[config.mk]
export PLATFORM = sky130hd
export DESIGN_NAME = mul_shared_au
export DESIGN_NICKNAME = d
export VERILOG_FILES = /design/src/rtl/au_pkg.sv /design/src/rtl/au_operand_mux.sv /design/src/rtl/au_nib_mul.sv /design/src/rtl/au_pp_combine.sv /design/src/rtl/au_acc.sv /design/src/rtl/mul_shared_au.sv
export SDC_FILE = /design/constraint.sdc
export NUM_CORES = 1
export LEC_CHECK = 0
export BUFFER_PORTS_ARGS = -buffer_cell sky130_fd_sc_hd__buf_2
export CAP_MARGIN = 20
export CORE_ASPECT_RATIO = 2
export CORE_MARGIN = 2
export CORE_UTILIZATION = 40
export CTS_BUF_LIST = sky130_fd_sc_hd__clkbuf_4
export DETAILED_ROUTE_END_ITERATION = 12
export GPL_ROUTABILITY_DRIVEN = 1
export PLACE_DENSITY = 0.6
export RECOVER_POWER = 25
export SLEW_MARGIN = 40
export SYNTH_ARGS = -nofsm -noshare
export SYNTH_HDL_FRONTEND = slang
export SYNTH_SLANG_ARGS = --single-unit
[constraint.sdc]
create_clock -name clk -period 12.65 [get_ports clk]
set_input_delay 0 -clock clk [delete_from_list [all_inputs] [get_ports clk]]
set_output_delay 0 -clock clk [all_outputs]
set_load 0.01 [all_outputs]
[src/rtl/au_pkg.sv]
package au_pkg;

  localparam logic [3:0] SEL_MUL = 4'b0001;
  localparam logic [3:0] SEL_ADD = 4'b0100;
  localparam logic [3:0] SEL_SUB = 4'b0110;
  localparam logic [3:0] SEL_MAC = 4'b1001;

  typedef enum logic [2:0] {
    MD_NONE,
    MD_MUL,
    MD_ADD,
    MD_SUB,
    MD_MAC
  } au_mode_e;

  function automatic au_mode_e decode_sel(input logic [3:0] s);
    case (s)
      SEL_MUL: return MD_MUL;
      SEL_ADD: return MD_ADD;
      SEL_SUB: return MD_SUB;
      SEL_MAC: return MD_MAC;
      default: return MD_NONE;
    endcase
  endfunction

endpackage

[src/rtl/au_operand_mux.sv]
module au_operand_mux
  import au_pkg::*;
#(
  parameter int W = 8
) (
  input  au_mode_e                  mode,
  input  logic [W-1:0]              a,
  input  logic [W-1:0]              b,
  output logic [3:0][W/2-1:0]       x,
  output logic [3:0][W/2-1:0]       y,
  output logic                      cin
);
  localparam int H = W / 2;
  localparam logic [H-1:0] ONE = H'(1);

  logic [H-1:0] al, ah, bl, bh;
  assign al = a[H-1:0];
  assign ah = a[W-1:H];
  assign bl = b[H-1:0];
  assign bh = b[W-1:H];

  always_comb begin
    x   = '0;
    y   = '0;
    cin = 1'b0;
    case (mode)
      MD_MUL, MD_MAC: begin
        x = {ah, ah, al, al};
        y = {bh, bl, bh, bl};
      end
      MD_ADD: begin
        x = {ah, bh, bl, al};
        y = {ONE, ONE, ONE, ONE};
      end
      MD_SUB: begin
        x   = {ah, ~bh, ~bl, al};
        y   = {ONE, ONE, ONE, ONE};
        cin = 1'b1;
      end
      default: begin
        x = '0;
        y = '0;
      end
    endcase
  end
endmodule

[src/rtl/au_nib_mul.sv]
module au_nib_mul #(
  parameter int H = 4
) (
  input  logic [H-1:0]   x,
  input  logic [H-1:0]   y,
  output logic [2*H-1:0] p
);
  assign p = (2*H)'(x) * (2*H)'(y);
endmodule

[src/rtl/au_pp_combine.sv]
module au_pp_combine
  import au_pkg::*;
#(
  parameter int W = 8
) (
  input  au_mode_e                 mode,
  input  logic [3:0][W-1:0]        p,
  input  logic                     cin,
  output logic [2*W-1:0]           val
);
  localparam int H  = W / 2;
  localparam int PW = 2 * W;

  function automatic logic [PW-1:0] join_product(input logic [3:0][W-1:0] pp);
    logic [PW-1:0] mid;
    mid = PW'(pp[1]) + PW'(pp[2]);
    return (PW'(pp[3]) << W) + (mid << H) + PW'(pp[0]);
  endfunction

  function automatic logic [PW-1:0] join_sum(input logic [3:0][W-1:0] pp,
                                             input logic c);
    logic [H:0] lo, hi;
    lo = {1'b0, pp[0][H-1:0]} + {1'b0, pp[1][H-1:0]} + (H+1)'(c);
    hi = {1'b0, pp[3][H-1:0]} + {1'b0, pp[2][H-1:0]} + (H+1)'(lo[H]);
    return PW'({hi, lo[H-1:0]});
  endfunction

  always_comb begin
    case (mode)
      MD_MUL, MD_MAC: val = join_product(p);
      MD_ADD, MD_SUB: val = join_sum(p, cin);
      default:        val = '0;
    endcase
  end
endmodule

[src/rtl/au_acc.sv]
module au_acc #(
  parameter int PW = 16
) (
  input  logic          clk,
  input  logic          rst_n,
  input  logic          clr,
  input  logic          load,
  input  logic [PW-1:0] nxt,
  output logic [PW-1:0] acc
);
  always_ff @(posedge clk) begin
    if (!rst_n)     acc <= '0;
    else if (clr)   acc <= '0;
    else if (load)  acc <= nxt;
  end
endmodule

[src/rtl/mul_shared_au.sv]
module mul_shared_au
  import au_pkg::*;
#(
  parameter int W = 8
) (
  input  logic             clk,
  input  logic             rst_n,
  input  logic             clr,
  input  logic             start,
  input  logic [3:0]       sel,
  input  logic [W-1:0]     opa,
  input  logic [W-1:0]     opb,
  output logic [2*W-1:0]   result,
  output logic             done
);
  localparam int H  = W / 2;
  localparam int PW = 2 * W;

  au_mode_e            mode;
  logic [3:0][H-1:0]   mx, my;
  logic [3:0][W-1:0]   pp;
  logic                cin;
  logic [PW-1:0]       dp_val;
  logic [PW-1:0]       acc_q;
  logic [PW-1:0]       acc_sum;
  logic                acc_load;

  assign mode = decode_sel(sel);

  au_operand_mux #(.W(W)) u_mux (
    .mode(mode), .a(opa), .b(opb), .x(mx), .y(my), .cin(cin)
  );

  for (genvar g = 0; g < 4; g++) begin : g_lane
    au_nib_mul #(.H(H)) u_mul (.x(mx[g]), .y(my[g]), .p(pp[g]));
  end

  au_pp_combine #(.W(W)) u_comb (
    .mode(mode), .p(pp), .cin(cin), .val(dp_val)
  );

  assign acc_sum  = acc_q + dp_val;
  assign acc_load = start && (mode == MD_MAC);

  au_acc #(.PW(PW)) u_acc (
    .clk(clk), .rst_n(rst_n), .clr(clr), .load(acc_load),
    .nxt(acc_sum), .acc(acc_q)
  );

  always_ff @(posedge clk) begin
    if (!rst_n) begin
      result <= '0;
      done   <= 1'b0;
    end else begin
      done <= start;
      if (start) result <= (mode == MD_MAC) ? acc_sum : dp_val;
    end
  end
endmodule

# == Word level (Yosys, flattened, before mapping) ==
# Index checks and enable logic that the tools add are counted.
# op_classes
n_addsub,8
n_mul,4
n_eq_ne,8
mux,6
bitwise_logic,3
n_reduce_logical,4
# op_table
operator,n
$pmux W16 S2,2
$pmux W16 S3,1
$add A16 B16 Y16,2
$mul A4 B4 Y8,4
$add A16 B8 Y16,1
$mux W16,1
$pmux W3 S4,1
$add A4 B4 Y5,2
$add A5 B1 Y5,2
$add A8 B8 Y9,1
$eq A4 B3 Y1 const B,2
$not A4 Y4,2
$eq A3 B2 Y1 const B,2
$reduce_or A2 Y1,3
$eq A4 B1 Y1 const B,1
$eq A4 B4 Y1 const B,1
$eq A3 B1 Y1 const B,1
$eq A3 B3 Y1 const B,1
$logic_and A1 B1 Y1,1
$mux W1,1
$not A1 Y1,1
# word_totals
register_bits,33
in_bits,24
out_inout_bits,17
elab_cells,36

# == Logic depth before layout (Yosys ltp) ==
# Gate-level depths: netlist of the first run.
# depth
depth_word,12
ltp_mapped,33
depth_no_buf,31

# == Modules after synthesis ==
# From an unflattened synthesis of the first run, not the netlist that was laid out.
# hier_totals
hier_cells,726
area_unflattened_um2,6082.1
# by_module_without_submodules
module,n_inst,cells_per_inst,area_each_um2,seq_area_each_um2
mul_shared_au,1,226,1705.4,340.3
au_nib_mul (g_lane[0].u_mul ...),3,51,464.2,0.0
au_pp_combine,1,170,1285.0,0.0
au_operand_mux,1,73,656.9,0.0
au_acc,1,53,594.3,320.3
au_nib_mul (g_lane[2].u_mul),1,51,447.9,0.0

# == Least setup slack after synthesis of the first run ==
# OpenSTA, ideal clock, no wires.
# synth_timing
path_kind,input to register
start,in sel[1]
end,reg result[15]
setup_ns,0.082
t_arrival_ns,6.354
t_required_ns,12.568
setup_slack_ns,6.214
stages,30
n_path_buf,2
path_cell_list,nor3b_2 clkbuf_1 clkbuf_1 nand2_1 or2_1 fa_1 inv_1 fa_1 inv_1 fa_1 inv_1 ha_1 a21oi_1 o21bai_1 a21oi_1 nor2b_1 o21ai_0 nand2b_1 ha_1 a21o_1 a31o_1 xnor2_1 nor2_1 ha_1 o21a_1 nand4_1 a211oi_1 o21bai_1 mux2_2 o2111ai_1
# synth_between
elab_chain_cells,12
elab_cells_between_ends,28
classes_between,add/sub: 8; mul: 4; eq/ne: 8; mux: 6; reduce/logical: 2
# synth_rtl
item,line,source
start: declaration,mul_shared_au.sv:10,"input logic [3:0] sel,"
$eq A4 B4 Y1 (tied with other cells),au_pkg.sv:17,case (s)
$pmux W3 S4 (*),au_pkg.sv:17,
$eq A3 B3 Y1 (tied with other cells),"au_operand_mux.sv:26, au_pp_combine.sv:29, mul_shared_au.sv:56",
"$reduce_or A2 Y1, on equally long branches",n/a,
$pmux W16 S3 / $pmux W16 S2 (equally long branches),au_operand_mux.sv:26,case (mode)
$mul A4 B4 Y8,au_nib_mul.sv:8,assign p = (2*H)'(x) * (2*H)'(y);
$add A8 B8 Y9 / $add A4 B4 Y5 (equally long branches),"au_pp_combine.sv:16, au_pp_combine.sv:23",
$add A16 B16 Y16 / $add A5 B1 Y5 (equally long branches),"au_pp_combine.sv:17, au_pp_combine.sv:23",
$add A16 B8 Y16 / $add A5 B1 Y5 (equally long branches),"au_pp_combine.sv:17, au_pp_combine.sv:24",
$pmux W16 S2,au_pp_combine.sv:29,case (mode)
$add A16 B16 Y16,mul_shared_au.sv:42,assign acc_sum = acc_q + dp_val;
$mux W16 (*),mul_shared_au.sv:56,if (start) result <= (mode == MD_MAC) ? acc_sum : dp_val;
end signal: assignment,mul_shared_au.sv:56,
end: declaration,mul_shared_au.sv:13,"output logic [2*W-1:0] result,"
# Mark *: on every way between the ends. The rest lies on a longest branch, timed or not.
# A chain may end at the register's enable or synchronous reset.

# == Worst setup path after layout of the first run ==
# Same ends and word-level chain as after synthesis.

==> impl_results.md, run 1 <==
* Synthesis Warnings at 0
* Switch share at 35.45%
* GRT Overall Usage at 20.83%
* Final wirelength at 13.89 mm
* IO Count at 41
* Fin area at 5498 um^2
* Peak Freq at 0.1430 GHz
* Site Rows at 58
* Die Width at 83.75 um
* Drt drc at 0
* Layout cell share with drive strength beyond 1 at 7.424%
* Outcome: completed
* Total negative slack at 0 ps
* Critical Path End Type: flip-flop
* Dpl hpwl at 11.56 mm
* Clock-pin slew on the worst setup and hold paths at 120 ps
* Final Skew at 16.32 ps
* Ys flop type: dfxtp_1
* Design Power at 0.2368 mW
* Die height at 163.5 um
* Complex-gate fraction of the synthesized area at 21.82%
* Count of final hold-check violations at 0
* Initial antenna violation count at 1
* NetSw at 0.08394 mW
* Num CTS Buffers at 5
* Post-synthesis xor/xnor area fraction at 8.091%
* Simple-Gate Fraction of Synth Area at 21.10%
* Min-delay worst type: in -> reg
* Seq/Total Area, Yosys at 12.99%
* Vias at 4,773
* Adder-cell share of the synthesized area at 30.20%
* EDFF count, synth at 0
* Crit Path Max Fanout at 50
* Nature of the critical path startpoint: input port
* Synth unique cells at 59
* Lkg Pwr at 2.841 nW
* Final Wtd Congestion at 0.9193
* Combinational share of power at 27.7%
* Internal Power at 0.1529 mW
* First-pass GRT wire length at 23.14 mm
* Layout area overhead at 8.067%
* Max cap viols at 0
* Worst skew pair latency at 360 ps
* Min Tclk post-route at 6993 ps
* Worst Tran Pin Value at 796.4 ps
* CTS tree: done
* H-tree depth at 2
* Worst EP arrival at 7280 ps
* Final hold slack at 133.3 ps
* Vias in the first global route at 4,911
* RSZ-0062 raised after global routing: no
* Finish-stage setup viols at 0
* Asr flop ratio synth at 0%
* Pwr dens at 43.07 nW/um^2
* Grt total ovfl at 0
* Worst path max stage delay at 640 ps
* Clock share of power at 27.0%
* CTS Buffer Depth at 2
* Final Non-Filler Cells at 838
* Max-slew headroom at 46.91%
* Clock root buffer: clkbuf_4
* Placed cells at 827
* Largest net degree at the start of global routing at 51
* Drt wl/cell at 16.58 um
* DR iter-0 viols at 200
* Synthesis-stage register bit count at 33
* Clock sinks at 33
* Required time of the critical path at 12,940 ps
* Post-CTS Setup Bufs at 0
* Tcrit/Tclk final at 55.28%
* Multiplexer area fraction after synthesis at 0.6149%
* Reg power frac at 45.3%
* Largest family of logic cells by synthesized area: adder cells
* Vias/cell at 5.696
* Antenna Violating Nets Remaining at 0
* Crit-path slowest cell: a211oi_1
* Setup CP Type: in -> reg
* Die footprint at 13,690 um^2
* Synthesized Nets at 787
* Cells after Synth at 654
* Slew Viols, Final at 0
* Initial Utilization at 40.76%
* Final nets at 819
* Post-Syn Area at 5087 um^2
* Drt first pass iters at 5
* Core area at 12,480 um^2
* Worst vdd ir at 0.03546 mV
* Port Buffers at 40
* Syn Area/Cell at 7.779 um^2
* DP Area at 5435 um^2
cells by family (layout without fill, tap and decap cells):
family                     after synthesis  after routing
and+or+nand+nor                        225            225
AOI/OAI and AO/OA                      167            167
adders and majority gates              109            109
xor gates and xnor gates                47             47
buffers and inverters                   70            103
muxes                                    3              3
DFF                                     33             33
other                                    0              1
cell type report:
cell class / instances / area [um^2]
sequential: 33 / 660.6
clock buffer: 6 / 45.04
tap: 150 / 187.7
antenna: 1 / 2.502
clock inverter: 2 / 10.01
multi-input combinational: 551 / 4169
inverter: 48 / 180.2
fill: 1314 / 6984
timing repair buffer: 47 / 242.7
flip-flops by register name, indices dropped and copies added, names as in the netlist:
register and count:
done 1, result 16, u_acc.acc 16
cell usage after synthesis (17+ instances only):
| library cell | number | share of area, % |
|---|---|---|
| ha_1 | 86 | 21 |
| xor2_1 | 24 | 4.1 |
| dfxtp_1 | 33 | 13 |
| inv_1 | 47 | 3.5 |
| and3_1 | 17 | 2.1 |
| a21oi_1 | 48 | 4.7 |
| nand2_1 | 70 | 5.2 |
| a21o_1 | 25 | 3.7 |
| fa_1 | 23 | 9.1 |
| xnor2_1 | 23 | 4.0 |
| nand3_1 | 22 | 2.2 |
| nor2_1 | 60 | 4.4 |
| clkbuf_1 | 18 | 1.3 |
worst paths after layout:
path                startpoint      endpoint  slack (ps)  cells after the start
setup / recovery        sel[1]    result[15]        5660                     31
hold / removal          sel[3]    result[10]         130                      4
setup reg to reg  u_acc.acc[1]    result[15]       10000                      8
hold reg to reg   u_acc.acc[0]  u_acc.acc[0]         470                      2
repair_timing:
item                                   4_1_cts  5_1_grt
resized for setup                            0        0
endpoints found under the hold margin        4        0
hold buffers                                 2        0
per-stage QoR:
stage	util, %	setup WS [ps]
after global placement	43.54	5521
after floorplan	-	6214
after detailed placement	43.54	5337
after global routing	44.05	5194
after CTS	44.15	5700
final	44.05	5657
power groups by stage:
stage	Clock, mW	Combinational [mW]	Sequential [mW]
detailed placement	0	0.0653	0.110
CTS	0.0658	0.0665	0.107
finish	0.0640	0.0656	0.107
floorplan	0	0.0411	0.111
global placement	0	0.0646	0.109
global route	0.0704	0.0730	0.108
routing by layer:
metal	wire [um]	up-vias	GRT usage, %
met1	4892	2246	19.64
met4	755	0	12.54
li1	-	2381	-
met5	0	-	0
met3	368	43	1.314
met2	7873	103	42.36
worst max-delay path: cells and delay by family:
family	cells	cell delay, ps
compound gates	9	2070
xor+xnor	2	310
fa+ha+maj	6	2640
buf+inv	5	830
mux	1	300
simple gates	8	1120
cell usage in the layout, fill, tap and decap left out, types with 4 or more instances in the layout:
cell,Yosys,routed
nor2_1,60,60
and3_1,17,17
nand2_1,70,70
ha_1,86,86
a211oi_1,5,5
or3_1,6,6
or2_1,9,9
clkbuf_1,18,12
fa_1,23,23
o21a_1,5,5
nor2b_1,11,11
dfxtp_1,33,33
inv_1,47,47
buf_4,0,5
clkbuf_4,0,6
nand2b_1,7,7
a31oi_1,8,8
a22oi_1,9,9
xor2_1,24,24
buf_2,1,28
a311oi_1,5,5
nand3_1,22,22
a21oi_1,48,48
o21bai_1,8,8
xnor2_1,23,23
nor3_1,9,9
o21ai_1,11,11
o211ai_1,4,4
o22ai_1,4,4
a21o_1,25,25
o21ai_0,14,14
Note: power is estimated with default switching activity, not from simulation.
==> run 2: changes to the inputs <==
Clock period 12.65 ns to 6.9 ns, I/O delays scaled along.
==> run 2 against run 1 <==
- clock skew decreased by 5.3 ps
- setup slack got worse by 5100 ps
- critical endpoint is now u_acc.acc[15]
- critical path depth unchanged
- power increased by 84%
- core utilization increased by 0.54 points
- count of clock-buffer cells in the layout decreased by 1
- clock power increased by 80%
- sequential power increased by 84%
- critical path type unchanged
- final area increased by 1.2%
==> impl_results.md, run 2 (synthesis gave the netlist of run 1 again) <==
* Final Wtd Congestion at 0.9885
* Final hold slack at 77.59 ps
* Clock-pin slew on the worst setup and hold paths at 110 ps
* Largest net degree at the start of global routing at 35
* Worst skew pair latency at 380 ps
* Clock sinks at 33
* Commonest non-fill, non-tap cell in the layout: ha_1
* Required time of the critical path at 7190 ps
* Antenna Violating Nets Remaining at 0
* Terminus of the critical flop-to-flop path: u_acc.acc[15]
* Min Tclk post-route at 6354 ps
* Grt total ovfl at 0
* H-tree depth at 2
* Core area at 12,480 um^2
* Critical Path End Type: flip-flop
* Sequential cell area at 660.6 um^2
* Lkg Pwr at 2.877 nW
* DP Worst Slack at 221.0 ps
* Die Width at 83.75 um
* Final wirelength at 14.26 mm
* Final nets at 827
* Worst vdd ir at 0.06862 mV
* Nature of the critical path startpoint: input port
* Layout cell share with drive strength beyond 1 at 8.201%
* Count of final hold-check violations at 0
* Slew Viols, Final at 0
* Drt drc at 0
* Layout area overhead at 9.395%
* First-pass GRT wire length at 23.92 mm
* Tcrit/Tclk final at 92.09%
* Finish-stage setup viols at 0
* DP Area at 5508 um^2
* Largest registers: result x16, u_acc.acc x16, done x1
* Vias/cell at 5.738
* Worst EP arrival at 6640 ps
* HP Start: sel[3]
* Initial Utilization at 40.76%
* R2R depth at 9
* Initial antenna violation count at 1
* Worst hold path stage count at 4
* Multi-input logic area at 4169 um^2
* Clock root buffer: clkbuf_4
* Setup CP Type: in -> reg
* DR iter-0 viols at 161
* Most frequent cells in the layout: 86 x ha_1, 70 x nand2_1, 60 x nor2_1
* CTS tree: done
* Port Buffers at 40
* Total negative slack at 0 ps
* Min-delay worst type: in -> reg
* Site Rows at 58
* Outcome: completed
* Die height at 163.5 um
* Worst path max stage delay at 550 ps
* Dpl hpwl at 11.94 mm
* Vias at 4,854
* Peak Freq at 0.1574 GHz
* Hold Path Sink: result[10]
* Vias in the first global route at 5,077
* R2r setup slk at 4360 ps
* Post-CTS Setup Bufs at 0
* Die footprint at 13,690 um^2
* Max cap viols at 0
* Num CTS Buffers at 5
* Final worst setup slack at 545.9 ps
* Fillers at 1,317
* Drt wl/cell at 16.86 um
* Crit-path slowest cell: fa_1
* CTS resizes at 0
* Pwr dens at 78.22 nW/um^2
* Worst Tran Pin Value at 799.3 ps
* Drt first pass iters at 5
* Crit Path Max Fanout at 34
* CTS Buffer Depth at 2
* Worst R2R Start: u_acc.acc[3]
* Fin area at 5565 um^2
* IO Count at 41
* Design Power at 0.4353 mW
* Max-slew headroom at 46.71%
* RSZ-0062 raised after global routing: no
* GRT Overall Usage at 21.67%
* Final Skew at 10.99 ps
## run 2: stage by stage
stage               instances  util [%]
finish                    846     44.59
global route              846     44.59
CTS                       844     44.61
detailed placement        835     44.13
global placement          835     44.13
floorplan                 654         -
## run 2: worst max-delay path by stage
stage            from            end  cells past startpoint
5_1_grt        sel[1]  u_acc.acc[15]                     34
4_1_cts        sel[1]  u_acc.acc[15]                     31
3_3_place_gp   sel[1]  u_acc.acc[15]                     34
2_1_floorplan  sel[1]     result[15]                     30
6_report       sel[1]  u_acc.acc[15]                     31
3_5_place_dp   sel[1]  u_acc.acc[15]                     31
## run 2: routing by layer
metal / GRT usage, % / wire length (um)
met3: 1.516 / 406
met5: 0 / 0
met1: 19.92 / 4851
met2: 43.85 / 8146
met4: 14.52 / 856
## run 2: layout make-up
cell class | instances | area share (%)
Timing Repair Buffer | 55 | 5.665
Multi-Input combinational cell | 551 | 74.91
Tap cell | 150 | 3.372
Antenna cell | 1 | 0.04496
Inverter | 48 | 3.237
Sequential cell | 33 | 11.87
Clock inverter | 3 | 0.2248
Clock buffer | 5 | 0.6745
## run 2: timing repair
action / in CTS / in global routing
setup endpoints to repair: 0 / 0
hold endpoints to repair: 2 / 3
hold buffers: 1 / 1
## run 2: worst max-delay path: cells and delay by family
kind	cells	cell delay (ps)
AO/OA/AOI/OAI	12	2260
XOR/XNOR	1	140
adder cells (fa/ha/maj)	6	2610
buffers and inverters	6	700
AND/OR/NAND/NOR	6	900
## run 2: power by group
part / internal (mW) / switching, mW / total [mW]
clock network: 0.0368 / 0.0779 / 0.115
logic: 0.0454 / 0.0786 / 0.124
registers: 0.195 / 0.00187 / 0.197
==> run 3: changes to the inputs <==
Settings changed: CORE_ASPECT_RATIO 2 to 0.7.
==> run 3 against run 2 <==
- combinational power is essentially flat
- critical endpoint unchanged
- final area grew 0.20%
- power grew 9.0%
- sequential power is essentially flat
- highest routed layer unchanged
- cell count grew 1.1%
- largest cell class unchanged
- sequential share of layout area is essentially flat
- core utilization grew 0.31 points
==> impl_results.md, run 3 (synthesis gave the netlist of run 1 again) <==
* Layout cell share with drive strength beyond 1 at 8.092%
* Min-delay worst type: in -> reg
* Initial Utilization at 40.95%
* Final Non-Filler Cells at 855
* Final wirelength at 13.67 mm
* Final Skew at 19.33 ps
* Site Rows at 34
* Vias/cell at 5.586
* H-tree depth at 2
* Finish-stage setup viols at 0
* Total negative slack at 0 ps
* CTS tree: done
* Outcome: completed
* DR iter-0 viols at 268
* Fin area at 5577 um^2
* Drt wl/cell at 15.99 um
* Commonest non-fill, non-tap cell in the layout: ha_1
* Tcrit/Tclk final at 91.13%
* Largest net degree at the start of global routing at 37
* Largest registers: result x16, u_acc.acc x16, done x1
* Critical Path End Type: flip-flop
* Pwr dens at 85.06 nW/um^2
* Post-CTS Setup Bufs at 0
* Worst vdd ir at 0.07978 mV
* Final Wtd Congestion at 0.8940
* Max-slew headroom at 52.57%
* Core area at 12,420 um^2
* Combinational share of power at 25.6%
* Min Tclk post-route at 6288 ps
* IO Count at 41
* Vias at 4,776
* Placed cells at 844
* Slew Viols, Final at 0
* Drt drc at 0
* Reg power frac at 41.4%
* Vias in the first global route at 4,605
* Initial antenna violation count at 1
* Worst EP arrival at 6580 ps
* Port Buffers at 40
* Worst path max stage delay at 570 ps
* Grt total ovfl at 0
* Dpl hpwl at 11.07 mm
* R2R depth at 9
* Internal Power at 0.3182 mW
* Clock-pin slew on the worst setup and hold paths at 120 ps
* Final core occ at 44.89%
* Clock root buffer: clkbuf_4
* Die height at 98.36 um
* Most frequent cells in the layout: 86 x ha_1, 70 x nand2_1, 60 x nor2_1
* Clock share of power at 32.9%
* Switch share at 32.91%
* RSZ-0062 raised after global routing: no
* Num CTS Buffers at 5
* DP Area at 5488 um^2
* Final worst setup slack at 612.1 ps
* Required time of the critical path at 7190 ps
* Final nets at 824
* CTS Buffer Depth at 2
* GRT Overall Usage at 20.67%
* Die Width at 138.8 um
* Setup CP Type: in -> reg
* Crit Path Max Fanout at 13
* Worst hold path stage count at 4
* Clock sinks at 33
* Max cap viols at 0
* Peak Freq at 0.1590 GHz
* Nature of the critical path startpoint: input port
* DP Worst Slack at 236.1 ps
* Lkg Pwr at 2.873 nW
* Worst skew pair latency at 370 ps
* Layout area overhead at 9.616%
* NetSw at 0.1561 mW
* Worst Tran Pin Value at 711.4 ps
* First-pass GRT wire length at 23.12 mm
* Drt first pass iters at 5
* Antenna Violating Nets Remaining at 0
* Count of final hold-check violations at 0
* Crit-path slowest cell: fa_1
* Die footprint at 13,650 um^2
## run 3: routing by layer
metal | global-route usage (%) | share of wire [%] | vias up | routed length (um)
li1 | - | - | 2381 | -
met1 | 31.66 | 54 | 2264 | 7360
met2 | 31.60 | 41 | 118 | 5537
met3 | 2.943 | 4.9 | 13 | 673
met4 | 2.486 | 0.72 | 0 | 98
met5 | 0 | 0 | - | 0
## run 3: stage by stage
| stage | power, mW | hold WS, ps |
|---|---|---|
| after floorplan | 0.2783 | 212.1 |
| after global placement | 0.3198 | 374.0 |
| after detailed placement | 0.3214 | 370.2 |
| after CTS | 0.4775 | 125.0 |
| after global routing | 0.5005 | 158.4 |
| final | 0.4744 | 132.5 |
## run 3: critical path, delay by kind of cell
kind,cells,cell delay [ps]
buffers and inverters,6,730
AO/OA/AOI/OAI,12,2210
AND/OR/NAND/NOR,6,860
adder cells (fa/ha/maj),6,2630
XOR/XNOR,1,130
## run 3: cell type report
cell class	instances	area, um^2
tap	162	202.7
multi-input combinational	551	4172
clock inverter	2	33.78
inverter	48	180.2
sequential	33	660.6
timing repair buffer	52	280.3
fill	1254	6845
clock buffer	6	45.04
antenna	1	2.502
## run 3: power by group through the flow
| stage | combinational (mW) | clock [mW] | sequential [mW] |
|---|---|---|---|
| after detailed placement | 0.121 | 0 | 0.201 |
| after floorplan | 0.0753 | 0 | 0.203 |
| final | 0.122 | 0.156 | 0.197 |
| after CTS | 0.122 | 0.159 | 0.197 |
| after global routing | 0.136 | 0.167 | 0.197 |
| after global placement | 0.119 | 0 | 0.201 |
## run 3: path summary, 6_finish.rpt
kind	startpoint	endpoint	slack, ps
setup reg to reg	u_acc.acc[3]	u_acc.acc[15]	4410
hold / removal	sel[3]	result[10]	130
setup / recovery	sel[2]	u_acc.acc[15]	610
hold reg to reg	u_acc.acc[8]	u_acc.acc[8]	470
## run 3: what timing repair did
action / CTS / global route
hold endpoints to repair: 6 / 0
resized for setup: 0 / 0
hold buffers: 2 / 0
